$ cat src/rtl/pairmem_pkg.sv
package pairmem_pkg;

    localparam logic [5:0] OP_QLOAD  = 6'h32;
    localparam logic [5:0] OP_QSTORE = 6'h3A;

    typedef enum logic [2:0] {
        S_IDLE,
        S_LO,
        S_HI,
        S_WLO,
        S_WHI,
        S_FIN,
        S_EXC
    } seq_state_t;

    typedef enum logic [1:0] {
        EXC_NONE = 2'd0,
        EXC_RSVD = 2'd1,
        EXC_COPU = 2'd2,
        EXC_BUS  = 2'd3
    } exc_t;

    typedef struct packed {
        logic       legal;
        logic       is_store;
        logic       fp;
        logic [4:0] reg_a;
        logic [4:0] reg_b;
    } dec_t;

endpackage

$ cat src/rtl/pairmem_decode.sv
module pairmem_decode
    import pairmem_pkg::*;
#(
    parameter int XLEN    = 64,
    parameter int OFF_W   = 9,
    parameter int OFF_LSB = 6,
    parameter int SCALE   = 4
) (
    input  logic [31:0]     insn,
    input  logic [XLEN-1:0] base,
    output dec_t            dec,
    output logic [XLEN-1:0] ea
);
    localparam int EXT_W = XLEN - OFF_W;

    logic [5:0]       opc;
    logic [OFF_W-1:0] off_f;
    logic [XLEN-1:0]  off_x;
    logic             unused_base_field;

    assign opc               = insn[31:26];
    assign off_f             = insn[OFF_LSB +: OFF_W];
    assign unused_base_field = ^insn[25:21];

    always_comb begin
        dec.legal    = ((opc == OP_QLOAD) || (opc == OP_QSTORE)) && insn[5];
        dec.is_store = (opc == OP_QSTORE);
        dec.fp       = insn[15];
        dec.reg_a    = insn[20:16];
        dec.reg_b    = insn[4:0];
        off_x        = {{EXT_W{off_f[OFF_W-1]}}, off_f} << SCALE;
        ea           = base + off_x;
    end

endmodule

$ cat src/rtl/pairmem_agen.sv
module pairmem_agen #(
    parameter int XLEN = 64,
    parameter int STEP = 8
) (
    input  logic [XLEN-1:0] ea,
    input  logic            second,
    output logic [XLEN-1:0] addr
);
    localparam logic [XLEN-1:0] STEP_X = XLEN'(STEP);

    assign addr = second ? (ea + STEP_X) : ea;

endmodule

$ cat src/rtl/pairmem_seq.sv
module pairmem_seq
    import pairmem_pkg::*;
#(
    parameter int XLEN  = 64,
    parameter int RIDX  = 5,
    parameter int OFF_W = 9,
    parameter int SCALE = 4,
    parameter int STEP  = 8
) (
    input  logic            clk,
    input  logic            rst_n,
    input  logic            start,
    input  logic [31:0]     insn,
    input  logic [XLEN-1:0] base,
    input  logic            cp1_usable,
    output logic            busy,
    output logic            done,
    output logic            exc_valid,
    output logic [1:0]      exc_code,
    output logic            mem_req,
    output logic            mem_we,
    output logic [XLEN-1:0] mem_addr,
    output logic [XLEN-1:0] mem_wdata,
    input  logic            mem_ready,
    input  logic [XLEN-1:0] mem_rdata,
    input  logic            mem_err,
    output logic            rd_fp,
    output logic [RIDX-1:0] rd_idx_a,
    output logic [RIDX-1:0] rd_idx_b,
    input  logic [XLEN-1:0] rd_data_a,
    input  logic [XLEN-1:0] rd_data_b,
    output logic            wr_en,
    output logic            wr_fp,
    output logic [RIDX-1:0] wr_idx,
    output logic [XLEN-1:0] wr_data
);
    seq_state_t      state, nxt;
    dec_t            dec_w, dec_q;
    logic [XLEN-1:0] ea_w, ea_q;
    logic [XLEN-1:0] buf_lo, buf_hi;
    exc_t            exc_q;
    logic            accept;
    logic [XLEN-1:0] addr_w;

    pairmem_decode #(.XLEN(XLEN), .OFF_W(OFF_W), .OFF_LSB(6), .SCALE(SCALE)) u_dec (
        .insn (insn),
        .base (base),
        .dec  (dec_w),
        .ea   (ea_w)
    );

    pairmem_agen #(.XLEN(XLEN), .STEP(STEP)) u_agen (
        .ea     (ea_q),
        .second (state == S_HI),
        .addr   (addr_w)
    );

    assign accept = mem_req && mem_ready;

    // next state
    always_comb begin
        nxt = state;
        unique case (state)
            S_IDLE: if (start) begin
                if (!dec_w.legal)                    nxt = S_EXC;
                else if (dec_w.fp && !cp1_usable)    nxt = S_EXC;
                else                                 nxt = S_LO;
            end
            S_LO:   if (mem_ready) nxt = mem_err ? S_EXC : S_HI;
            S_HI:   if (mem_ready) begin
                if (mem_err)             nxt = S_EXC;
                else if (dec_q.is_store) nxt = S_FIN;
                else                     nxt = S_WLO;
            end
            S_WLO:  nxt = S_WHI;
            S_WHI:  nxt = S_FIN;
            S_FIN:  nxt = S_IDLE;
            S_EXC:  nxt = S_IDLE;
            default: nxt = S_IDLE;
        endcase
    end

    // state register
    always_ff @(posedge clk or negedge rst_n) begin
        if (!rst_n) state <= S_IDLE;
        else        state <= nxt;
    end

    // instruction latch, read buffers, exception cause
    always_ff @(posedge clk or negedge rst_n) begin
        if (!rst_n) begin
            dec_q  <= '0;
            ea_q   <= '0;
            buf_lo <= '0;
            buf_hi <= '0;
            exc_q  <= EXC_NONE;
        end else begin
            if (state == S_IDLE && start) begin
                dec_q <= dec_w;
                ea_q  <= ea_w;
                if (!dec_w.legal)                 exc_q <= EXC_RSVD;
                else if (dec_w.fp && !cp1_usable) exc_q <= EXC_COPU;
                else                              exc_q <= EXC_NONE;
            end
            if (accept && mem_err) exc_q <= EXC_BUS;
            if (accept && state == S_LO) buf_lo <= mem_rdata;
            if (accept && state == S_HI) buf_hi <= mem_rdata;
        end
    end

    // outputs
    always_comb begin
        busy      = (state != S_IDLE);
        done      = 1'b0;
        exc_valid = 1'b0;
        exc_code  = exc_q;
        mem_req   = 1'b0;
        mem_we    = dec_q.is_store;
        mem_addr  = addr_w;
        mem_wdata = rd_data_a;
        rd_fp     = dec_q.fp;
        rd_idx_a  = dec_q.reg_a;
        rd_idx_b  = dec_q.reg_b;
        wr_en     = 1'b0;
        wr_fp     = dec_q.fp;
        wr_idx    = dec_q.reg_a;
        wr_data   = buf_lo;
        unique case (state)
            S_IDLE: ;
            S_LO:   mem_req = 1'b1;
            S_HI: begin
                mem_req   = 1'b1;
                mem_wdata = rd_data_b;
            end
            S_WLO:  wr_en = 1'b1;
            S_WHI: begin
                wr_en   = 1'b1;
                wr_idx  = dec_q.reg_b;
                wr_data = buf_hi;
            end
            S_FIN:  done = 1'b1;
            S_EXC: begin
                done      = 1'b1;
                exc_valid = 1'b1;
            end
            default: ;
        endcase
    end

endmodule

$ cat config.mk
export PLATFORM = sky130hd
export DESIGN_NAME = pairmem_seq
export DESIGN_NICKNAME = d
export VERILOG_FILES = /design/src/rtl/pairmem_pkg.sv /design/src/rtl/pairmem_decode.sv /design/src/rtl/pairmem_agen.sv /design/src/rtl/pairmem_seq.sv
export SDC_FILE = /design/constraint.sdc
export NUM_CORES = 1
export LEC_CHECK = 0
export ABC_AREA = 1
export BUFFER_PORTS_ARGS = -buffer_cell sky130_fd_sc_hd__clkbuf_2
export CAP_MARGIN = 25
export CORE_AREA = 8 8 192 194
export CTS_BUF_LIST = sky130_fd_sc_hd__clkbuf_4 sky130_fd_sc_hd__clkbuf_8 sky130_fd_sc_hd__clkbuf_16
export DETAILED_ROUTE_END_ITERATION = 6
export DIE_AREA = 0 0 200 202
export PLACE_DENSITY = 0.78
export SYNTH_ARGS = -nofsm -noshare
export SYNTH_HDL_FRONTEND = slang
export SYNTH_SLANG_ARGS = --single-unit
$ cat constraint.sdc
create_clock -name clk -period 2.3 [get_ports clk]
set_input_delay 0.46 -clock clk [delete_from_list [all_inputs] [get_ports clk]]
set_output_delay 0.46 -clock clk [all_outputs]
set_load 0.1 [all_outputs]
==> flow_summary.json, run 1 <==
{
  "synth_top_family_by_area": "simple AND/OR/NAND/NOR gates",
  "yosys_warnings": 0,
  "start_util_pct": 48.8,
  "grt_max_degree": 129,
  "yosys.area_share.xor_xnor_pct": 4.07,
  "ys_seq_area_share_pct": 31.6,
  "worstEndpointType": "output port",
  "synth_fa_ha_area_share_pct": 4.65,
  "grt.total_usage_pct": 87.0,
  "fp.dieW_um": 200,
  "cts_max_level": 1,
  "avgSynthCellArea_um2": 6.35,
  "async_reset_ff_share_pct": 100,
  "ys_ff_latch": 209,
  "flow.stopped_at": "global routing",
  "syn_inst": 2608,
  "synth_nets": 2963,
  "gp_congestion": 0.983,
  "firstError": "[ERROR GRT-0232] Routing congestion too high. Check the congestion heatmap in the GUI.",
  "synth_compound_area_share_pct": 7.89,
  "synth_area_leaders": "dfrtp_1 (32%), nand2_1 (24%), inv_1 (8.9%)",
  "synth_cell_type_count": 44,
  "synth_ff_type": "dfrtp_1",
  "clock_path_buffers": 3,
  "portBuffers": 505,
  "die_y_um": 202,
  "synth.top_cell.area_share_pct": 31.6,
  "synthMostInstantiatedCell": "nand2_1",
  "synth_top_cell_by_area": "dfrtp_1",
  "synth-simple-area-share_pct": 36.2,
  "syn_area_mm2": 0.0166,
  "synthTopCellsByCount": "nand2_1 (1072), inv_1 (392), dfrtp_1 (209)",
  "dp_hpwl_um": 68100,
  "grt_overflow_total": 445,
  "clk_root_buffer_cell": "clkbuf_16",
  "synth-edff-count": 0,
  "worstEndpointGrtRepair": "mem_addr[63]",
  "clock-sinks": 209,
  "synth_mux_area_share_pct": 4.76,
  "num_rows": 68,
  "ios": 511,
  "status": "did not finish",
  "cts_buffers": 24
}
## through the flow
step                      instances  instance area (µm²)  util [%]  worst slack, ns  setup TNS (ns)
after floorplan                2608                17700         -           -0.850          -15.07
after global placement         3824                26100      76.9           -0.338          -17.06
after detailed placement       3824                26100      76.9           -0.390          -23.07
after CTS                      3947                29700      87.6           -0.833          -91.58
## timing repair
| item | CTS |
|---|---|
| endpoints found under the hold margin | 46 |
| buffers inserted | 60 |
| setup endpoints to repair | 198 |
| gates cloned | 25 |
| gates resized for setup | 427 |
| pin swaps | 111 |
| hold buffers | 1 |
## cell families after synthesis
| group | after synthesis |
|---|---|
| simple gates | 1470 |
| mux | 70 |
| compound gates | 252 |
| fa+ha+maj | 61 |
| xor+xnor | 77 |
| buf+inv | 469 |
| flops | 209 |
## routing by layer
metal | GRT overflow | track usage (%)
met1 | 34 | 84.2
met2 | 200 | 94.8
met3 | 36 | 83.5
met4 | 174 | 88.4
met5 | 1 | 59.2
==> run 2: changes to the inputs <==
--- a/config.mk
+++ b/config.mk
@@ -8,11 +8,10 @@
 export ABC_AREA = 1
 export BUFFER_PORTS_ARGS = -buffer_cell sky130_fd_sc_hd__clkbuf_2
 export CAP_MARGIN = 25
-export CORE_AREA = 8 8 192 194
-export CTS_BUF_LIST = sky130_fd_sc_hd__clkbuf_4 sky130_fd_sc_hd__clkbuf_8 sky130_fd_sc_hd__clkbuf_16
+export CORE_MARGIN = 8
+export CORE_UTILIZATION = 40
 export DETAILED_ROUTE_END_ITERATION = 6
-export DIE_AREA = 0 0 200 202
-export PLACE_DENSITY = 0.78
+export PLACE_DENSITY_LB_ADDON = 0.15
 export SYNTH_ARGS = -nofsm -noshare
 export SYNTH_HDL_FRONTEND = slang
 export SYNTH_SLANG_ARGS = --single-unit
==> run 2 against run 1 <==
The flow now finishes, with violations (setup timing). Area after synthesis stayed put. Synthesized cell count did not move.
==> flow_summary.json, run 2 <==
{
  "maxSlewViolCount": 0,
  "min_from": "insn[17]",
  "antenna_left": 0,
  "synth_top_cell_by_area": "dfrtp_1",
  "synthTopCellsByCount": "nand2_1 (1072), inv_1 (392), dfrtp_1 (209)",
  "grt_max_degree": 129,
  "cts_max_level": 1,
  "vias": 20100,
  "powerDensity_mw_per_mm2": 1650,
  "cts_buffers": 24,
  "ys_ff_latch": 209,
  "synth_mux_area_share_pct": 4.76,
  "grt_pass1_wl_um": 115000,
  "num_rows": 74,
  "start_util_pct": 40.6,
  "layout_setup_ws_ns": -0.907,
  "final_cell_mix": "nand2_1 (959), inv_1 (385), buf_4 (320), clkbuf_2 (305), buf_12 (214)",
  "grt_overflow_total": 0,
  "yosys.area_share.xor_xnor_pct": 4.07,
  "rrSetupSlack_ns": 0.24,
  "dp.cells": 3905,
  "area_growth_pct": 72.3,
  "p_clk_share_pct": 7.7,
  "mostFrequentLayoutCell": "nand2_1",
  "antenna_found_initial": 3,
  "p_total_mw": 47.0,
  "fp.dieW_um": 219,
  "r2r-end": "ea_q[33]",
  "worstMarginPinSlew_ns": 0.653,
  "hold_viol_final": 0,
  "dp_slack_ns": -0.506,
  "synth_nets": 2963,
  "clock-sinks": 209,
  "ff2ff_path_depth": 9,
  "comb_power_share_pct": 78.2,
  "cellLeakagePower_nw": 15.3,
  "status": "finished with violations",
  "syn_inst": 2608,
  "ys_seq_area_share_pct": 31.6,
  "yosys_warnings": 0,
  "r2r_start": "state[1]",
  "gp_congestion": 0.948,
  "portBuffers": 505,
  "hold_end": "rd_idx_a[1]",
  "post-route-period-util_pct": 139,
  "drt-initial-drc-count": 1401,
  "die-area_mm2": 0.0482,
  "critPathKind": "flop to output pin",
  "top_regs": "buf_hi (64), buf_lo (64), ea_q (64)",
  "violations": "setup timing",
  "drv_cap": 0,
  "grt.total_usage_pct": 30.9,
  "clock.fmax_mhz": 312,
  "peakVddDrop_uv": 1600,
  "die_y_um": 219,
  "remaining_drc_errors": 0,
  "clk_root_buffer_cell": "clkbuf_16",
  "firstDrtPassIters": 5,
  "synth.top_cell.area_share_pct": 31.6,
  "synth_top_family_by_area": "simple AND/OR/NAND/NOR gates",
  "slew_headroom_pct": 56.6,
  "required_ns": 1.84,
  "critPathLaunchType": "flop",
  "synth-edff-count": 0,
  "synthMostInstantiatedCell": "nand2_1",
  "setup_viol": 198,
  "hold-worst-slack_ns": 0.127,
  "ios": 511,
  "synth_fa_ha_area_share_pct": 4.65,
  "synth_ff_type": "dfrtp_1",
  "drt-total-wl_um": 79300,
  "clk_pin_slew_ns": 0.06,
  "syn_area_mm2": 0.0166,
  "synth_area_leaders": "dfrtp_1 (32%), nand2_1 (24%), inv_1 (8.9%)",
  "final-instance-count-excl-fill": 4008,
  "p_sw_mw": 26.8,
  "avgSynthCellArea_um2": 6.35,
  "internal-power_mw": 20.2,
  "grt_pass1_vias": 19900,
  "synth_compound_area_share_pct": 7.89,
  "crit_fanout": 5,
  "drive_gt1_share_pct": 36.8,
  "dp_hpwl_um": 62600,
  "fin_nets": 3811,
  "rsz0062_at_grt": "true",
  "routedWlPerCell_um": 19.8,
  "min_path_type": "primary input to flop",
  "end_kind": "output pin",
  "fin_skew_ns": 0.0259,
  "vias_per_cell": 5.03,
  "crit_arrival_ns": 2.75,
  "insertion_delay_ns": 0.54,
  "core_mm2": 0.0408,
  "cts_tree": "yes",
  "hold_depth": 3,
  "power.share.sequential_pct": 14.1,
  "synth-simple-area-share_pct": 36.2,
  "swShare_pct": 57.1,
  "period_minus_slack_ns": 3.21,
  "clock_path_buffers": 3,
  "async_reset_ff_share_pct": 100,
  "synth_cell_type_count": 44
}
## run 2: cell counts after synthesis
No cell type changed its count.
## run 2: repair_timing
| action | in CTS | in global routing |
|---|---|---|
| resized for setup | 123 | 105 |
| hold endpoints to repair | 56 | 0 |
| cloned | 8 | 1 |
| pin swaps | 52 | 73 |
| buffers inserted | 31 | 32 |
| endpoints found under the setup margin | 196 | 207 |
| hold buffers | 1 | 0 |
## run 2: area by class of cell
class	count	area (µm²)
repair buffers	895	9030
inverters	396	1490
well taps	532	666
fillers	3341	12300
diodes	7	17.5
clock inverters	8	77.6
flip-flops and latches	209	5240
multi-input cells	1930	11400
clock buffers	31	657
## run 2: how the worst max path moves through the flow
stage,startpoint,end,slack (ns),cells after the start
6_report,state[1],mem_addr[49],-0.91,12
5_1_grt,state[1],mem_addr[29],-1.01,10
4_1_cts,state[0],mem_addr[62],-0.84,11
3_5_place_dp,insn[14],ea_q[33],-0.51,14
3_3_place_gp,insn[14],ea_q[33],-0.45,14
2_1_floorplan,state[1],mem_addr[33],-0.85,7
## run 2: kinds of logic (layout without fill, tap and decap cells)
group                      count (synthesis)  after routing
other                                      0              7
DFF                                      209            209
and+or+nand+nor                         1470           1470
xor gates and xnor gates                  77             77
adders and majority gates                 61             61
buffers and inverters                    469           1330
AOI/OAI and AO/OA                        252            252
muxes                                     70             70
## run 2: through the flow
| step | util (%) | TNS (ns) | area, µm² |
|---|---|---|---|
| final | 69.9 | -96.07 | 28500 |
| after global routing | 69.9 | -110.44 | 28500 |
| after CTS | 68.4 | -87.41 | 27900 |
| after detailed placement | 64.3 | -22.06 | 26200 |
| after global placement | 64.3 | -18.23 | 26200 |
| after floorplan | - | -15.07 | 17700 |
## run 2: power by group through the flow
| stage | Clock [mW] | Combinational, mW | Sequential, mW |
|---|---|---|---|
| after CTS | 3.69 | 36.2 | 6.54 |
| final | 3.64 | 36.7 | 6.62 |
| after detailed placement | 0 | 35.0 | 6.55 |
| after floorplan | 0 | 20.7 | 7.20 |
| after global placement | 0 | 34.8 | 6.43 |
| after global routing | 3.85 | 38.0 | 6.80 |
## run 2: metal layers
layer	track usage (%)	wire, µm
met2	53.4	38600
met3	6.76	6270
met1	36.4	30300
met5	0	0
met4	13.9	4190
## run 2: worst max-delay path: stages, from the launching register on
cell and delay, ns:
dfrtp_1 0.37, inv_2 0.06, nor3_4 0.30, nand3_4 0.16
buf_12 0.16, nor3_4 0.19, nand3_2 0.16, nor2_4 0.15
nand3_4 0.18, nor2_1 0.13, nand2_1 0.09, nand2_4 0.09
buf_12 0.17
Note: power is estimated with default switching activity, not from simulation.
